<file path="src/rtl/pixel_unpacker.sv">
module pixel_unpacker #(
  parameter int WORD_W = 16,
  parameter int OUT_W  = 8
) (
  input  logic              clk,
  input  logic              rst,
  input  logic              pix_en,
  input  logic              blank,
  input  logic [1:0]        depth,
  input  logic              fifo_empty,
  input  logic [WORD_W-1:0] fifo_data,
  output logic              fifo_pop,
  output logic [OUT_W-1:0]  pix_out,
  output logic              underrun
);
  localparam int IDX_W = $clog2(WORD_W);
  localparam int OFS_W = IDX_W + 3;

  logic [IDX_W-1:0] idx_q;

  wire [IDX_W-1:0] last_idx = IDX_W'((WORD_W >> depth) - 1);
  wire [OFS_W-1:0] bit_ofs  = {3'b000, idx_q} << depth;
  wire [5:0]       bpp      = 6'd1 << depth;
  wire [OUT_W-1:0] mask     = OUT_W'((64'd1 << bpp) - 64'd1);
  wire [WORD_W-1:0] shifted = fifo_data >> bit_ofs;
  wire [OUT_W-1:0] pixel    = shifted[OUT_W-1:0] & mask;
  wire             active   = pix_en & ~blank;
  wire             at_last  = (idx_q == last_idx);

  assign fifo_pop = active & ~fifo_empty & at_last;

  always_ff @(posedge clk) begin
    if (rst) begin
      idx_q    <= '0;
      pix_out  <= '0;
      underrun <= 1'b0;
    end else if (pix_en) begin
      if (blank) begin
        pix_out <= '0;
        idx_q   <= '0;
      end else if (fifo_empty) begin
        pix_out  <= '0;
        underrun <= 1'b1;
      end else begin
        pix_out <= pixel;
        idx_q   <= at_last ? '0 : idx_q + 1'b1;
      end
    end
  end
endmodule


</file>
<file path="config.mk">
export PLATFORM = sky130hd
export DESIGN_NAME = pixel_unpacker
export DESIGN_NICKNAME = d
export VERILOG_FILES = /design/src/rtl/pixel_unpacker.sv
export SDC_FILE = /design/constraint.sdc
export NUM_CORES = 1
export LEC_CHECK = 0
export BUFFER_PORTS_ARGS = -buffer_cell sky130_fd_sc_hd__clkbuf_2
export CELL_PAD_IN_SITES_DETAIL_PLACEMENT = 0
export CELL_PAD_IN_SITES_GLOBAL_PLACEMENT = 1
export CORE_ASPECT_RATIO = 0.6
export CORE_MARGIN = 1
export CORE_UTILIZATION = 28
export CTS_BUF_LIST = sky130_fd_sc_hd__clkbuf_8
export CTS_CLUSTER_DIAMETER = 200
export DETAILED_ROUTE_END_ITERATION = 10
export HOLD_SLACK_MARGIN = 0.08
export PLACE_DENSITY = 0.63
export SYNTH_ARGS = -nofsm -noshare
export SYNTH_HDL_FRONTEND = slang
export SYNTH_SLANG_ARGS = --single-unit
</file>
<file path="constraint.sdc">
create_clock -name clk -period 2.44 [get_ports clk]
set_input_delay 0.244 -clock clk [delete_from_list [all_inputs] [get_ports clk]]
set_output_delay 0.244 -clock clk [all_outputs]
set_load 0.05 [all_outputs]
</file>
**Word level (Yosys, flattened, before mapping)**

Index checks and enable logic that the tools add are counted.

- Input port bits: 23
- Register bits: 13
- Output and inout port bits: 10

- Bitwise operators: 6
- Shift operators: 5
- Reduce and logical (&&, ||, !) cells: 2
- Equality and inequality tests: 2
- Muxes and demuxes: 5
- Add/subtract/negate cells: 3

Operators with widths:

| operator | count |
|---|---|
| 8-bit 2-to-1 mux | 2 |
| 16-bit by 7-bit right shift with 8-bit output | 1 |
| 4-bit 2-to-1 mux | 3 |
| 8-bit AND | 1 |
| 1-bit by 6-bit left shift with 8-bit output (first input constant) | 1 |
| 8-bit by 1-bit subtractor with 8-bit output (second input constant) | 1 |
| 4-bit by 2-bit left shift with 7-bit output | 1 |
| 1-bit by 2-bit left shift with 6-bit output (first input constant) | 1 |
| 5-bit by 2-bit right shift with 4-bit output (first input constant) | 1 |
| 4-bit by 1-bit adder with 4-bit output (second input constant) | 1 |
| 4-bit == test | 1 |
| 4-bit by 2-bit subtractor with 4-bit output (second input constant) | 1 |
| 1-bit AND | 3 |
| 3-bit AND reduction | 1 |
| 2-bit != test (second input constant) | 1 |
| 1-bit NOT | 2 |
| 2-bit AND reduction | 1 |

**Logic depth before layout (Yosys ltp)**

- Depth after elaboration: 6
- Mapped depth: 9
- Gate-level depth less buffers: 5

**Worst setup path after synthesis**

OpenSTA, ideal clock, no wires.

- Kind: register -> output
- From: register idx_q[1]
- To: output fifo_pop
- Stages on the path, launching flop included: 7
- Buffers on the path: 2
- Arrival time: 1.910 ns
- Setup slack: 0.286 ns
- Required time: 2.196 ns
- Path through: dfxtp_1 -> buf_2 -> buf_2 -> nand3_1 -> o32ai_1 -> nand2_1 -> nor2_1

- Longest elaborated chain between the ends: 2

RTL lines:

| item | RTL line | text |
|---|---|---|
| start, declared | 19 | `logic [IDX_W-1:0] idx_q;` |
| start signal, assigned | 46 | `idx_q <= at_last ? '0 : idx_q + 1'b1;` |
| 4-bit == test | 28 | `wire at_last = (idx_q == last_idx);` |
| 1-bit AND | 30 | `assign fifo_pop = active & ~fifo_empty & at_last;` |
| end, declared | 12 | `output logic fifo_pop,` |

No other way between the ends.

**Final worst setup path**

Same ends and word-level chain as after synthesis.

==> impl_metrics.json <==
{
  "place_ws_ns": 0.302,
  "post_cts_buffers": 0,
  "area_growth_pct": 15.5,
  "cts_resized": 0,
  "crit_chain": "buf_4 -> and4b_1 -> a31oi_1 -> o32ai_1 -> nand2_1 -> nor2_1 -> clkbuf_2",
  "syn-cell-area_um2": 1700,
  "start_util": 0.298,
  "crit_slowest_cell": "dfxtp_1",
  "yosysUniqueCellTypes": 63,
  "cts_tree": "yes",
  "fillers": 613,
  "synth-seq-cells": 13,
  "antenna_found_initial": 0,
  "p_leak_nw": 0.734,
  "total_power_mw": 0.613,
  "worstRegToRegCells": 5,
  "async_flop_share": 0,
  "avgSynthCellArea_um2": 7.87,
  "clk_pin_slew_ns": 0.07,
  "grt_pass1_vias": 1695,
  "grt_pass1_wl_mm": 9.36,
  "wirelength_mm": 5.79,
  "clock_path_buffers": 2,
  "rsz0062_at_grt": "no",
  "max_freq_ghz": 0.448,
  "synth.area.top_cells": "dfxtp_1 (15%), nand2_1 (5.5%), mux2i_1 (5.3%)",
  "hold_depth": 3,
  "peakVddDrop_mv": 0.148,
  "drc_errors": 0,
  "synth_common_cells": "nand2_1 (25), dfxtp_1 (13), nor2_1 (12)",
  "cpPeakStageDelay_ns": 0.47,
  "final_area_um2": 1960,
  "die-area_um2": 6390,
  "period_share": 0.915,
  "syn_inst": 216,
  "clockRootBuffer": "clkbuf_8",
  "worstSetupPathType": "reg -> out",
  "status": "complete, no violations",
  "antenna_left": 0,
  "num_antenna_cells": 0,
  "finalNetCount": 272,
  "placed_area_um2": 1920,
  "yosysWarnings": 0,
  "drv_cap": 0,
  "grt_max_degree": 20,
  "r2r_end": "pix_out[2]",
  "hpwl_mm": 4.50,
  "relSlewSlack": 0.562,
  "coreArea_um2": 5700,
  "ys.flop_type": "dfxtp_1",
  "grt.overflow.total": 0,
  "boundaryPins": 33,
  "fp.dieH_um": 62.3,
  "track_usage": 0.190,
  "vias": 1944,
  "yosysTopAreaCell": "dfxtp_1",
  "period_needed_ns": 2.23,
  "cts_made_buffers": 3,
  "multi_input_area_um2": 1270,
  "hp-start": "fifo_empty",
  "worstPathArrival_ns": 1.99,
  "synth_nets": 242,
  "cts_num_sinks": 13,
  "drtIter0Drc": 248,
  "synth_top_area_share": 0.153,
  "worstHoldEndpoint": "underrun",
  "setup_violations": 0,
  "wl_per_cell_um": 17.8,
  "die_w_um": 103,
  "start_kind": "register",
  "hp-class": "in -> reg",
  "gp_congestion": 0.870,
  "reg2reg_from": "idx_q[0]",
  "layout-drive-gt1-share": 0.265,
  "tns_ns": 0,
  "vias_per_cell": 5.98,
  "drt-pass1-iter-count": 5,
  "cts_hold_buf": 0,
  "fin_worst_skew_ns": 0.00966,
  "synth_edf_count": 0,
  "cts_max_level": 1,
  "hold_viol_final": 0,
  "pwr_density_cell_nw_per_um2": 312,
  "worst_pin_slew_ns": 0.658,
  "clock_latency_ns": 0.25,
  "worst-path-max-fanout": 12,
  "worst_slack_ns": 0.207,
  "portBuffers": 32,
  "ys_seq_area_frac": 0.153,
  "rows": 21,
  "drv_slew": 0,
  "seqCellArea_um2": 260,
  "required_ns": 2.20,
  "synthMostInstantiatedCell": "nand2_1",
  "cp-end-kind": "output port",
  "r2r_slack_ns": 0.28
}
## cell type report
class,instances,area share
clock buffers,3,0.0210
clock inverters,1,0.00191
inverters,9,0.0172
multi-input cells,174,0.645
flip-flops and latches,13,0.133
well taps,80,0.0510
repair buffers,45,0.131
## cell families after synthesis
kind of cell | count (synthesis) | synth area share
adders and majority gates | 3 | 0.0221
buffers and inverters | 29 | 0.102
xor gates and xnor gates | 1 | 0.00516
muxes | 14 | 0.0928
AOI/OAI and AO/OA | 84 | 0.398
DFF | 13 | 0.153
and+or+nand+nor | 72 | 0.227
## layout by cell type, fill, tap and decap left out, drive strengths merged, types with 3 or more instances in the layout
master | netlist | routed
o21ai | 5 | 5
buf | 17 | 13
inv | 9 | 10
dfxtp | 13 | 13
o2111ai | 3 | 3
mux2i | 9 | 9
a32oi | 6 | 6
nor3 | 5 | 5
a211oi | 9 | 9
o211ai | 11 | 11
nor3b | 3 | 3
a2bb2oi | 3 | 3
nand2 | 25 | 25
o21a | 3 | 3
mux2 | 4 | 4
nand3 | 5 | 5
nand2b | 3 | 3
ha | 3 | 3
nor2 | 13 | 13
a221o | 5 | 5
clkbuf | 3 | 35
a31oi | 4 | 4
nand4 | 4 | 4
a21oi | 8 | 8
a221oi | 4 | 4
## flip-flops by register name (all words and copies together) (netlist names)
name,cells
underrun,1
pix_out,8
idx_q,4
## stage by stage
stage / hold WS, ns / util / std cells
after floorplan: 0.401 / - / 216
after global placement: 0.445 / 0.336 / 321
after detailed placement: 0.461 / 0.336 / 321
after CTS: 0.284 / 0.344 / 325
after global routing: 0.306 / 0.344 / 325
final: 0.286 / 0.344 / 325
## critical path: cells and delay by family, from the launching register on
family          cells  cell delay (ns)
compound gates      2             0.27
buf+inv             2             0.54
flops               1             0.47
simple gates        3             0.45
## layer usage
metal	GRT usage	routed length [µm]	vias up
met3	0.0484	649	4
met2	0.213	2040	111
met1	0.334	3070	912
met4	0.0268	29	0
met5	0	0	-
li1	-	-	917
## power breakdown
group | internal, mW | switching (mW)
clock network | 0.111 | 0.0872
logic | 0.0720 | 0.122
registers | 0.216 | 0.00397
## how the worst max path moves through the flow
stage / start / endpoint / slack [ns] / depth (start not counted)
4_1_cts: idx_q[1] / fifo_pop / 0.22 / 7
5_1_grt: idx_q[1] / fifo_pop / 0.04 / 7
3_3_place_gp: depth[1] / pix_out[2] / 0.29 / 6
3_5_place_dp: depth[1] / pix_out[2] / 0.30 / 6
2_1_floorplan: idx_q[1] / fifo_pop / 0.29 / 6
6_report: idx_q[1] / fifo_pop / 0.21 / 7
Power figures use the tool's default switching activity.
